[src/rtl/tbg_fetch_pkg.sv]
package tbg_fetch_pkg;
  // Pipeline: attr addr, attr data, tile addr, tile data, output
  localparam int PIPE_DEPTH = 5;

  typedef struct packed {
    logic advance;  // pipeline stages load new values
    logic drive;    // output register loads a color, else zero
  } pipeStrobe_t;
endpackage

[src/rtl/tbg_fetch_ctrl.sv]
module tbg_fetch_ctrl
  import tbg_fetch_pkg::*;
(
  input  logic        clk,
  input  logic        rst,
  input  logic        oe,
  output pipeStrobe_t strobe
);
  localparam int CNT_W = $clog2(PIPE_DEPTH);
  localparam logic [CNT_W-1:0] FULL = CNT_W'(PIPE_DEPTH - 1);

  logic [CNT_W-1:0] fillCnt;

  always_ff @(posedge clk) begin
    if (rst) fillCnt <= '0;
    else if (fillCnt != FULL) fillCnt <= fillCnt + 1'b1;
  end

  always_comb begin
    strobe.advance = ~rst;
    strobe.drive   = (fillCnt == FULL) && oe;
  end
endmodule

[src/rtl/tbg_fetch_dp.sv]
module tbg_fetch_dp
  import tbg_fetch_pkg::*;
#(
  parameter int XW        = 10,
  parameter int YW        = 9,
  parameter int MAP_COLS  = 40,
  parameter int TILE_LOG2 = 4,
  parameter int IDX_W     = 10,
  parameter int PAL_W     = 3,
  parameter int BPP       = 3,
  parameter int WORD_W    = 15
)(
  input  logic                clk,
  input  logic                rst,
  input  pipeStrobe_t         strobe,
  input  logic [XW-1:0]       pixX,
  input  logic [YW-1:0]       pixY,
  input  logic [XW-1:0]       shX,
  input  logic [YW-1:0]       shY,
  output logic [$clog2(((1<<(YW-TILE_LOG2))-1)*MAP_COLS + (1<<(XW-TILE_LOG2)))-1:0] attrAddr,
  input  logic [IDX_W+PAL_W+1:0] attrData,
  output logic [$clog2((1<<IDX_W)*(((1<<(2*TILE_LOG2))+(WORD_W/BPP)-1)/(WORD_W/BPP)))-1:0] tileAddr,
  input  logic [WORD_W-1:0]   tileData,
  output logic [PAL_W+BPP-1:0] cidx
);
  localparam int TL         = TILE_LOG2;
  localparam int PPW        = WORD_W / BPP;
  localparam int TILE_PIX   = 1 << (2 * TL);
  localparam int TILE_WORDS = (TILE_PIX + PPW - 1) / PPW;
  localparam int ATTR_AW    = $clog2(((1<<(YW-TL))-1)*MAP_COLS + (1<<(XW-TL)));
  localparam int TM_AW      = $clog2((1<<IDX_W)*TILE_WORDS);
  localparam int SEL_W      = (PPW > 1) ? $clog2(PPW) : 1;
  localparam int COLMIR_BIT = IDX_W + PAL_W;
  localparam int ROWMIR_BIT = IDX_W + PAL_W + 1;

  // Stage 0 (combinational): canvas position
  logic [XW-1:0] absX;
  logic [YW-1:0] absY;
  always_comb begin
    absX = pixX + shX;
    absY = pixY + shY;
  end

  // Stage 1: attribute address and in-tile position
  logic [ATTR_AW-1:0] attrAddrQ;
  logic [TL-1:0]      locX1, locY1, locX2, locY2;
  always_ff @(posedge clk) begin
    if (rst) begin
      attrAddrQ <= '0;
      locX1 <= '0; locY1 <= '0;
      locX2 <= '0; locY2 <= '0;
    end else if (strobe.advance) begin
      attrAddrQ <= ATTR_AW'(int'(absY[YW-1:TL]) * MAP_COLS + int'(absX[XW-1:TL]));
      locX1 <= absX[TL-1:0];
      locY1 <= absY[TL-1:0];
      locX2 <= locX1;           // stage 2: wait for attribute data
      locY2 <= locY1;
    end
  end

  // Stage 3 (inputs): mirrors and word selection
  logic [TL-1:0]   colEff, rowEff;
  logic [2*TL-1:0] pixIdx;
  always_comb begin
    rowEff = attrData[ROWMIR_BIT] ? ~locY2 : locY2;
    colEff = attrData[COLMIR_BIT] ? ~locX2 : locX2;
    pixIdx = {rowEff, colEff};
  end

  logic [TM_AW-1:0] tileAddrQ;
  logic [PAL_W-1:0] pal3, pal4;
  logic [SEL_W-1:0] sel3, sel4;
  always_ff @(posedge clk) begin
    if (rst) begin
      tileAddrQ <= '0;
      pal3 <= '0; sel3 <= '0;
      pal4 <= '0; sel4 <= '0;
    end else if (strobe.advance) begin
      tileAddrQ <= TM_AW'(int'(attrData[IDX_W-1:0]) * TILE_WORDS + int'(pixIdx) / PPW);
      pal3 <= attrData[IDX_W +: PAL_W];
      sel3 <= SEL_W'(int'(pixIdx) % PPW);
      pal4 <= pal3;              // stage 4: wait for tile data
      sel4 <= sel3;
    end
  end

  // Stage 5: pixel extract and output
  logic [WORD_W-1:0] shifted;
  always_comb shifted = tileData >> (BPP * int'(sel4));

  logic [PAL_W+BPP-1:0] cidxQ;
  always_ff @(posedge clk) begin
    if (rst) cidxQ <= '0;
    else if (strobe.advance) cidxQ <= strobe.drive ? {pal4, shifted[BPP-1:0]} : '0;
  end

  assign attrAddr = attrAddrQ;
  assign tileAddr = tileAddrQ;
  assign cidx     = cidxQ;
endmodule

[src/rtl/tbg_fetch.sv]
module tbg_fetch
  import tbg_fetch_pkg::*;
#(
  parameter int XW        = 10,
  parameter int YW        = 9,
  parameter int MAP_COLS  = 40,
  parameter int TILE_LOG2 = 4,
  parameter int IDX_W     = 10,
  parameter int PAL_W     = 3,
  parameter int BPP       = 3,
  parameter int WORD_W    = 15,
  localparam int PPW        = WORD_W / BPP,
  localparam int TILE_WORDS = ((1 << (2*TILE_LOG2)) + PPW - 1) / PPW,
  localparam int ATTR_AW    = $clog2(((1<<(YW-TILE_LOG2))-1)*MAP_COLS + (1<<(XW-TILE_LOG2))),
  localparam int TM_AW      = $clog2((1<<IDX_W)*TILE_WORDS),
  localparam int ATTR_W     = IDX_W + PAL_W + 2,
  localparam int CIDX_W     = PAL_W + BPP
)(
  input  logic               clk,
  input  logic               rst,
  input  logic               oe,
  input  logic [XW-1:0]      pixX,
  input  logic [YW-1:0]      pixY,
  input  logic [XW-1:0]      shX,
  input  logic [YW-1:0]      shY,
  output logic [ATTR_AW-1:0] attrAddr,
  input  logic [ATTR_W-1:0]  attrData,
  output logic [TM_AW-1:0]   tileAddr,
  input  logic [WORD_W-1:0]  tileData,
  output logic [CIDX_W-1:0]  cidx
);
  pipeStrobe_t strobe;

  tbg_fetch_ctrl u_ctrl (
    .clk(clk), .rst(rst), .oe(oe), .strobe(strobe)
  );

  tbg_fetch_dp #(
    .XW(XW), .YW(YW), .MAP_COLS(MAP_COLS), .TILE_LOG2(TILE_LOG2),
    .IDX_W(IDX_W), .PAL_W(PAL_W), .BPP(BPP), .WORD_W(WORD_W)
  ) u_dp (
    .clk(clk), .rst(rst), .strobe(strobe),
    .pixX(pixX), .pixY(pixY), .shX(shX), .shY(shY),
    .attrAddr(attrAddr), .attrData(attrData),
    .tileAddr(tileAddr), .tileData(tileData),
    .cidx(cidx)
  );
endmodule

[config.mk]
export PLATFORM = sky130hd
export DESIGN_NAME = tbg_fetch
export DESIGN_NICKNAME = d
export VERILOG_FILES = /design/src/rtl/tbg_fetch_pkg.sv /design/src/rtl/tbg_fetch_ctrl.sv /design/src/rtl/tbg_fetch_dp.sv /design/src/rtl/tbg_fetch.sv
export SDC_FILE = /design/constraint.sdc
export NUM_CORES = 1
export LEC_CHECK = 0
export ABC_AREA = 1
export BUFFER_PORTS_ARGS = -buffer_cell sky130_fd_sc_hd__clkbuf_2
export CAP_MARGIN = 20
export CORE_ASPECT_RATIO = 0.75
export CORE_MARGIN = 1.5
export CORE_UTILIZATION = 45
export DETAILED_ROUTE_END_ITERATION = 16
export MAX_ROUTING_LAYER = met4
export PLACE_DENSITY = 0.68
export SETUP_SLACK_MARGIN = 0.5
export SYNTH_ARGS = -nofsm -noshare
export SYNTH_HDL_FRONTEND = slang
export SYNTH_SLANG_ARGS = --single-unit
[constraint.sdc]
create_clock -name clk -period 6.9 [get_ports clk]
set_input_delay 2.07 -clock clk [delete_from_list [all_inputs] [get_ports clk]]
set_output_delay 2.07 -clock clk [all_outputs]
set_load 0.1 [all_outputs]
== Yosys cells after proc, flatten, opt, wreduce, memory -nomap -nowiden ==
Cells that the tools add are included.

* Register bits: 64
* Latch bits: 0
* Memory bits (writable): 0
* ROM bits: 0
* Bits of input ports: 71
* Output and inout bits: 33
* Logic and storage cells: 32
* Memories: 0

* Add/sub/neg operators: 5
* Multiply operators: 3
* Div/mod/pow operators: 2
* Order comparisons: 0
* Equality and inequality tests: 2
* Shift-type cells: 1
* Mux-type cells: 2
* Bitwise logic cells: 3
* Reductions and logical operators: 2

{| class="wikitable"
|+ Operators by type and width
! operator !! number
|-
| 9-bit by 4-bit divider with 32-bit output, second input constant || 1
|-
| 9-bit by 4-bit modulo with 32-bit output, second input constant || 1
|-
| 15-bit by 32-bit right shift with 3-bit output || 1
|-
| 16-bit adder || 1
|-
| 10-bit by 4-bit multiplier with 14-bit output, second input constant || 1
|-
| 11-bit by 7-bit adder with 11-bit output || 1
|-
| 10-bit adder || 1
|-
| 9-bit adder || 1
|-
| 5-bit by 3-bit multiplier with 8-bit output, second input constant || 1
|-
| 4-bit two-way mux || 2
|-
| 4-bit inverter || 2
|-
| 2-bit by 3-bit multiplier with 5-bit output, first input constant || 1
|-
| 3-bit by 1-bit adder with 3-bit output, second input constant || 1
|-
| 3-bit == test, second input constant || 1
|-
| 3-bit != test, second input constant || 1
|-
| 2-bit OR reduction || 1
|-
| 1-bit logical AND || 1
|-
| 1-bit inverter || 1
|}

== Depth between registers and ports, before layout ==
Gate-level depths: netlist (run 1).

* Depth in word-level cells: 4
* Depth in mapped cells: 36

== By module ==
A second synthesis (run 1) with hierarchy kept.

* Cells, all modules: 785
* Area, all modules: 5489.0 um2

{| class="wikitable"
|+ By module, submodules not included
! module !! instances !! cells each !! area an instance (um2)
|-
| tbg_fetch_dp || 1 || 761 || 5325.1
|-
| tbg_fetch_ctrl || 1 || 24 || 163.9
|}

== Worst setup path before layout (run 1) ==
No wires, ideal clock.

* Path kind: input-to-reg
* From: input attrData[14]
* To: register u_dp.tileAddrQ[14], in the netlist u_dp.tileAddr[14]
* Library setup time: 70 ps
* Arrival time: 5553 ps
* Required time: 6830 ps
* Slack: 1277 ps
* Stages: 35
* Cell sequence: inv_2 -> nand2_1 -> nand2_2 -> nand2_4 -> ha_1 -> nand3_1 -> nand2_1 -> nor2_4 -> nand2_1 -> nand2_1 -> nand2_1 -> inv_1 -> nand2_1 -> nand2_2 -> nor2_2 -> nor2_1 -> nor2_2 -> nand2_2 -> nand3_2 -> ha_1 -> fa_1 -> nand3_1 -> and2_1 -> or2_2 -> nor2_1 -> inv_1 -> nor2_1 -> nand2_1 -> nor2_1 -> inv_1 -> nor2_1 -> nand2_1 -> nor2_1 -> o21ai_0 -> a21oi_1

* Cells in the longest elaborated chain, start to end: 3

{| class="wikitable"
|+ RTL lines
! element !! RTL line !! text
|-
| start, declared || tbg_fetch.sv:27 || <nowiki>input logic [ATTR_W-1:0] attrData,</nowiki>
|-
| 4-bit two-way mux || tbg_fetch_dp.sv:65 || <nowiki>rowEff = attrData[ROWMIR_BIT] ? ~locY2 : locY2;</nowiki>
|-
| 9-bit by 4-bit divider with 32-bit output || tbg_fetch_dp.sv:79 || <nowiki>tileAddrQ <= TM_AW'(int'(attrData[IDX_W-1:0]) * TILE_WORDS + int'(pixIdx) / PPW);</nowiki>
|-
| 16-bit adder || tbg_fetch_dp.sv:79 ||
|-
| end signal, assigned || tbg_fetch_dp.sv:79 ||
|-
| end, declared || tbg_fetch_dp.sv:70 || <nowiki>logic [TM_AW-1:0] tileAddrQ;</nowiki>
|}

No other way between the ends.
A chain may end at the register's enable or synchronous reset.

== Worst setup path in the final report (run 1) ==
Same ends and word-level chain as after synthesis.

==> results.json, run 1 <==
{
  "rsz0062_at_grt": "false",
  "final_util_pct": 56.1,
  "post_synth_num_cell_types": 39,
  "cts.path.max_buffers": 2,
  "ys.flop_type": "dfxtp_1",
  "drt_wl_total_um": 10900,
  "die_y_um": 93.7,
  "die-area_um2": 11600,
  "htree_levels": 3,
  "num_rows": 32,
  "yosysWarnings": 0,
  "cpMaxStageDelayCell": "ha_1",
  "wl_per_cell_um": 11.6,
  "clkPwrFrac_pct": 20.4,
  "p_seq_share_pct": 22.6,
  "fmax_mhz": 169,
  "sw_frac_of_total_pct": 50.8,
  "drive_gt1_share_pct": 18.8,
  "clk_pin_slew_ns": 0.06,
  "worstPathMaxFanout": 8,
  "end_kind": "flip-flop",
  "n_fill_cell": 999,
  "fp.dieW_um": 124,
  "vdd_drop_max_mv": 0.261,
  "viasPerCell": 4.80,
  "antenna_found_initial": 0,
  "p_leak_nw": 3.29,
  "worstHoldPathType": "reg2reg",
  "crit_required_ns": 7.16,
  "pwr-share-comb_pct": 57.0,
  "post-dp-hpwl_um": 8810,
  "synthToLayoutAreaGrowth_pct": 19.4,
  "status": "finished clean",
  "syn-mean-instance-area_um2": 7.11,
  "gr-total-overflow": 0,
  "ctsHoldBuffers": 0,
  "total_power_w": 0.00211,
  "diodes": 0,
  "vias": 4523,
  "grt_use_total_pct": 20.4,
  "dpl-instance-area_um2": 5580,
  "setup_tns_ns": 0,
  "crit_arrival_ns": 6.19,
  "synth-seq-cells": 64,
  "critPathKind": "in2reg",
  "io_buffers": 103,
  "cts_tree": "built",
  "drcViolationCount": 0,
  "tightest_slew_ns": 0.828,
  "cts.sinks": 64,
  "syn_inst": 694,
  "seqCellArea_um2": 1280,
  "first_pass_iters": 5,
  "grt_start_max_net_pins": 34,
  "gp_congestion": 0.848,
  "maxCapViolations": 0,
  "grt_pass1_vias": 4154,
  "dpl_worst_slack_ns": 0.582,
  "layout.nets": 944,
  "timing.final.ws_setup_ns": 0.973,
  "internal_power_w": 0.00104,
  "drtIter0Drc": 205,
  "synth_area_um2": 4930,
  "min_period_ns": 5.93,
  "maxSlewHeadroom_pct": 44.7,
  "seq_area_frac_synth_pct": 26.0,
  "finalSetupViolations": 0,
  "drv_slew": 0,
  "grt_first_pass_wirelength_um": 18200,
  "start_kind": "input pin",
  "fin_crit_sh_pct": 85.9,
  "synth_nets": 836,
  "numCtsBuffers": 9,
  "ioPinCount": 104,
  "hold_viol": 0,
  "multi_input_area_um2": 3030,
  "fin_skew_ns": 0.00921,
  "p_sw_w": 0.00107,
  "cpMostUsedCell": "nor2_1",
  "initial_utilization_pct": 47.0,
  "cts_root_buffer": "clkbuf_16",
  "ys_async_sr_fraction_pct": 0,
  "clk_latency_ns": 0.33,
  "power_density_nw_per_um2": 359,
  "final_area_um2": 5890,
  "core_area_um2": 10500,
  "slowest_delay_ns": 0.30,
  "antenna_left": 0,
  "synth-edff-count": 0
}
flip-flops by register name, indices dropped and copies added, names as in the netlist:
name,flops
u_dp.tileAddr,16
u_dp.cidx,6
u_dp.locY2,4
u_ctrl.fillCnt,3
u_dp.sel3,3
u_dp.locX1,4
u_dp.pal4,3
u_dp.attrAddr,11
u_dp.sel4,3
u_dp.pal3,3
u_dp.locX2,4
u_dp.locY1,4
metal layers:
metal	global-route usage [%]	up-vias	routed length [um]
li1	-	2399	-
met5	-	-	0
met2	30.7	114	4840
met1	27.6	1995	5350
met4	5.27	0	144
met3	4.85	15	615
stage by stage:
stage / std cells / hold WS [ns]
after CTS: 942 / 0.401
after global routing: 943 / 0.406
final: 943 / 0.399
after detailed placement: 926 / 0.395
after global placement: 926 / 0.391
after floorplan: 694 / 0.388
path summary, 6_finish.rpt:
kind / start / endpoint / slack (ns) / cells past startpoint
min reg2reg: u_dp.locX1[2] / u_dp.locX2[2] / 0.40 / 2
max reg2reg: u_dp.locY2[1] / u_dp.tileAddr[14] / 2.46 / 31
max: attrData[14] / u_dp.tileAddr[14] / 0.97 / 33
min: u_dp.locX1[2] / u_dp.locX2[2] / 0.40 / 2
final cells by class:
| type | instances | share of cell area, % |
|---|---|---|
| multi-input combinational | 465 | 51.4 |
| clock inverter | 4 | 0.489 |
| timing repair buffer | 104 | 8.89 |
| clock buffer | 12 | 4.36 |
| tap | 136 | 2.89 |
| inverter | 158 | 10.2 |
| sequential | 64 | 21.8 |
kinds of logic (layout without fill, tap and decap cells):
kind of cell             after synthesis  count (layout)  synth area share (%)
XOR/XNOR                              32              32                  5.68
AND/OR/NAND/NOR                      264             264                  24.8
flip-flops                            64              64                  26.0
AO/OA/AOI/OAI                         98              98                  10.8
buffers and inverters                165             278                  12.8
adder cells (fa/ha/maj)               71              71                  19.8
layout by cell type, fill, tap and decap left out, types with 11 or more instances in the layout:
cell type | Yosys | layout
inv_1 | 155 | 155
clkbuf_2 | 0 | 103
nand2_1 | 90 | 90
nor2_1 | 87 | 87
dfxtp_1 | 64 | 64
ha_1 | 59 | 59
a21oi_1 | 48 | 48
nand3_1 | 34 | 34
o21ai_0 | 31 | 31
xor2_1 | 16 | 16
xnor2_1 | 16 | 16
fa_1 | 12 | 11
critical path, delay by kind of cell:
family | cells | cell delay [ns]
simple gates | 24 | 2.85
fa+ha+maj | 3 | 0.71
buf+inv | 4 | 0.31
compound gates | 2 | 0.25
Yosys cell counts (2+ instances only):
master / instances / share of area, %
a31oi_1: 3 / 0.38
and2_1: 2 / 0.25
o21bai_1: 4 / 0.61
a21oi_1: 48 / 4.9
nand2_1: 90 / 6.9
xnor2_1: 16 / 2.8
inv_1: 155 / 12
inv_2: 2 / 0.15
dfxtp_1: 64 / 26
nor2_4: 2 / 0.46
o32ai_1: 3 / 0.53
o21ai_0: 31 / 3.1
o21ai_1: 2 / 0.20
ha_1: 59 / 15
nand3_1: 34 / 3.5
clkbuf_1: 5 / 0.38
and3_1: 2 / 0.25
or2_2: 3 / 0.38
o31ai_1: 4 / 0.61
nand2_2: 6 / 0.76
xor2_1: 16 / 2.8
nand4_1: 9 / 1.1
nand3_2: 6 / 1.2
nor3_1: 9 / 0.91
nor2_1: 87 / 6.6
nor2_2: 6 / 0.76
nand2_4: 3 / 0.69
fa_1: 12 / 4.9
timing repair:
action	CTS	global route
resized for setup	0	5
endpoints found under the setup margin	0	1
buffers inserted	0	1
power groups by stage:
stage | clock, W | combinational (W) | sequential [W]
after detailed placement | 0 | 0.00118 | 0.000485
after CTS | 0.000441 | 0.00119 | 0.000477
after global placement | 0 | 0.00116 | 0.000482
final | 0.000431 | 0.00120 | 0.000477
after global routing | 0.000459 | 0.00133 | 0.000484
after floorplan | 0 | 0.000624 | 0.000834
No activity file was read; power rests on OpenSTA's default activity.
==> inputs of run 2 (changes only) <==
--- a/config.mk
+++ b/config.mk
@@ -5,7 +5,6 @@
 export SDC_FILE = /design/constraint.sdc
 export NUM_CORES = 1
 export LEC_CHECK = 0
-export ABC_AREA = 1
 export BUFFER_PORTS_ARGS = -buffer_cell sky130_fd_sc_hd__clkbuf_2
 export CAP_MARGIN = 20
 export CORE_ASPECT_RATIO = 0.75
@@ -13,8 +12,10 @@
 export CORE_UTILIZATION = 45
 export DETAILED_ROUTE_END_ITERATION = 16
 export MAX_ROUTING_LAYER = met4
-export PLACE_DENSITY = 0.68
+export PLACE_DENSITY = 0.67
 export SETUP_SLACK_MARGIN = 0.5
+export SKIP_CTS_REPAIR_TIMING = 1
+export SLEW_MARGIN = 20
 export SYNTH_ARGS = -nofsm -noshare
 export SYNTH_HDL_FRONTEND = slang
 export SYNTH_SLANG_ARGS = --single-unit
==> results.json, run 2 <==
{
  "synthToLayoutAreaGrowth_pct": 20.3,
  "sw_frac_of_total_pct": 47.3,
  "path_depth": 21,
  "post-dp-hpwl_um": 10300,
  "grt_start_max_net_pins": 59,
  "yosys.area.top_type": "dfxtp_1",
  "crit_arrival_ns": 6.24,
  "p_sw_w": 0.000988,
  "cpLargestDelayFamily": "compound AO/OA/AOI/OAI gates",
  "fin_skew_ns": 0.00869,
  "first_pass_iters": 5,
  "ys_async_sr_fraction_pct": 0,
  "syn-mean-instance-area_um2": 8.33,
  "cts.sinks": 64,
  "cp_cell_sequence": "clkbuf_2 > ha_1 > inv_1 > fa_1 > nor2b_1 > o21ai_0 > a21boi_0 > o21ai_0 > a21boi_0 > o21a_1 > or3_1 > and2_1 > inv_1 > ha_1 > inv_1 > fa_1 > or2_2 > o311ai_0 > a21oi_1 > xnor2_1 > nor2_1",
  "end_kind": "flip-flop",
  "core_area_um2": 11700,
  "gr-total-overflow": 0,
  "clk_pin_slew_ns": 0.06,
  "ys.flop_type": "dfxtp_1",
  "hold_depth": 1,
  "drcViolationCount": 0,
  "yosysMostFrequentCell": "inv_1",
  "synth-seq-cells": 64,
  "crit_buf_inv": 4,
  "post_synth_num_cell_types": 72,
  "power_density_nw_per_um2": 321,
  "crit_required_ns": 7.09,
  "gp_congestion": 0.928,
  "drive_gt1_share_pct": 23.2,
  "antenna_left": 0,
  "cpMostUsedCell": "inv_1",
  "p_leak_nw": 3.07,
  "num_rows": 34,
  "slowest_delay_ns": 0.52,
  "maxCapViolations": 0,
  "ioPinCount": 104,
  "drtIter0Drc": 250,
  "cpMaxStageDelayCell": "fa_1",
  "hold_viol": 0,
  "final_util_pct": 55.9,
  "cts.path.max_buffers": 2,
  "fin_hold_ws_ns": 0.427,
  "min_period_ns": 6.06,
  "critPathKind": "in2reg",
  "worstPathMaxFanout": 5,
  "vias": 4853,
  "setup_tns_ns": 0,
  "start_kind": "input pin",
  "pwr-share-comb_pct": 56.2,
  "tightest_slew_ns": 0.736,
  "stdcell_count": 924,
  "finalSetupViolations": 0,
  "synth_top_area_share_pct": 23.7,
  "maxSlewHeadroom_pct": 50.8,
  "wl_per_cell_um": 14.0,
  "die-area_um2": 12700,
  "clkPwrFrac_pct": 21.1,
  "worstHoldPathType": "reg2reg",
  "numCtsBuffers": 9,
  "grt_pass1_vias": 4800,
  "cts_tree": "built",
  "status": "finished clean",
  "reg2reg_depth": 23,
  "synth-edff-count": 0,
  "io_buffers": 103,
  "grt_use_total_pct": 22.1,
  "layout.nets": 899,
  "place_inst": 905,
  "die_y_um": 98.0,
  "initial_utilization_pct": 46.4,
  "diodes": 0,
  "yosys-top-cells-area": "dfxtp_1 24%, ha_1 14%, xnor2_1 4.9%, inv_1 4.8%, fa_1 4.4%",
  "htree_levels": 3,
  "yosysWarnings": 0,
  "viasPerCell": 5.25,
  "fp.dieW_um": 130,
  "drv_slew": 0,
  "synth_nets": 792,
  "cts_root_buffer": "clkbuf_16",
  "fin_crit_sh_pct": 87.8,
  "drt_wl_total_um": 12900,
  "antenna_found_initial": 0,
  "synth_common_cells": "69 x inv_1, 64 x dfxtp_1, 59 x ha_1, 53 x nor2_1, 38 x nand2_1",
  "syn_inst": 650,
  "rsz0062_at_grt": "false",
  "largest_reg_flops": 16,
  "final_common_cell": "clkbuf_2",
  "grt_first_pass_wirelength_um": 22100,
  "final_cell_mix": "103 x clkbuf_2, 68 x inv_1, 64 x dfxtp_1, 57 x ha_1, 52 x nor2_1",
  "synth_area_um2": 5410,
  "p_seq_share_pct": 22.6,
  "vdd_drop_max_mv": 0.202,
  "clk_latency_ns": 0.33,
  "internal_power_w": 0.00110,
  "fmax_mhz": 165,
  "seq_area_frac_synth_pct": 23.7
}
run 2: cell types whose count changed after synthesis, sizes merged, moves of 10 or more:
| cell | change |
|---|---|
| inv | -89 |
| nand2 | -61 |
| nor2 | -41 |
| nor2b | +37 |
| nand3 | -24 |
| nand2b | +17 |
| a21o | +16 |
| xnor2 | +14 |
| buf | +13 |
| a21oi | -12 |
| and2 | +10 |
run 2: layout make-up:
cell class / instances / area (um^2)
Tap cell: 162 / 203
Inverter: 69 / 259
Multi-Input combinational cell: 495 / 3850
Clock inverter: 6 / 60.1
Timing Repair Buffer: 118 / 628
Fill cell: 1114 / 5140
Clock buffer: 10 / 229
Sequential cell: 64 / 1280
run 2: metrics by stage:
| step | power, W | instance area [um^2] | worst slack (ns) |
|---|---|---|---|
| detailed placement | 0.00163 | 6160 | 0.310 |
| finish | 0.00209 | 6510 | 0.845 |
| floorplan | 0.00142 | 5490 | 0.522 |
| global placement | 0.00162 | 6160 | 0.482 |
| CTS | 0.00209 | 6440 | 0.651 |
| global route | 0.00223 | 6510 | 0.494 |
run 2: per-layer routing:
metal,part of all wire (%),vias up,track usage [%]
li1,-,2461,-
met1,49,2223,30.2
met2,45,149,33.0
met3,5.2,20,4.05
met4,1.5,0,6.75
met5,0,-,-
run 2: worst paths after layout:
kind / slack (ns) / endpoint / startpoint
worst max-delay path: 0.84 / u_dp.attrAddr[9] / pixY[0]
worst min-delay path: 0.43 / u_dp.cidx[3] / u_dp.pal4[0]
worst max register to register: 1.90 / u_dp.sel3[0] / u_dp.locY2[2]
worst min register to register: 0.43 / u_dp.cidx[3] / u_dp.pal4[0]
run 2: cells by family (layout without fill, tap and decap cells):
family | Yosys count | after routing | synth area share (%)
simple gates | 221 | 221 | 22.0
mux | 7 | 7 | 2.10
fa+ha+maj | 71 | 71 | 18.1
compound gates | 150 | 150 | 19.5
buf+inv | 91 | 203 | 7.24
flops | 64 | 64 | 23.7
xor+xnor | 46 | 46 | 7.44
run 2: power groups by stage:
stage | registers, W | clock network [W] | logic, W
global placement | 0.000478 | 0 | 0.00114
CTS | 0.000473 | 0.000456 | 0.00116
finish | 0.000472 | 0.000441 | 0.00117
floorplan | 0.000816 | 0 | 0.000601
global route | 0.000481 | 0.000471 | 0.00128
detailed placement | 0.000480 | 0 | 0.00115
run 2: worst reg2reg max path, cell delays in order (launching register included):
cell,delay (ns)
dfxtp_1,0.79
and2_1,0.26
a21oi_1,0.11
ha_4,0.29
nand2b_4,0.16
o21ba_4,0.21
o211ai_1,0.26
o211ai_2,0.22
nor2_4,0.24
inv_2,0.11
and4_4,0.20
a2111oi_4,0.27
nand2_2,0.13
xnor2_2,0.20
ha_2,0.22
inv_1,0.07
nor2_2,0.12
nor3_1,0.06
nand3_1,0.09
o221a_2,0.18
o22ai_2,0.09
nor4_4,0.30
buf_4,0.18
mux2i_1,0.19
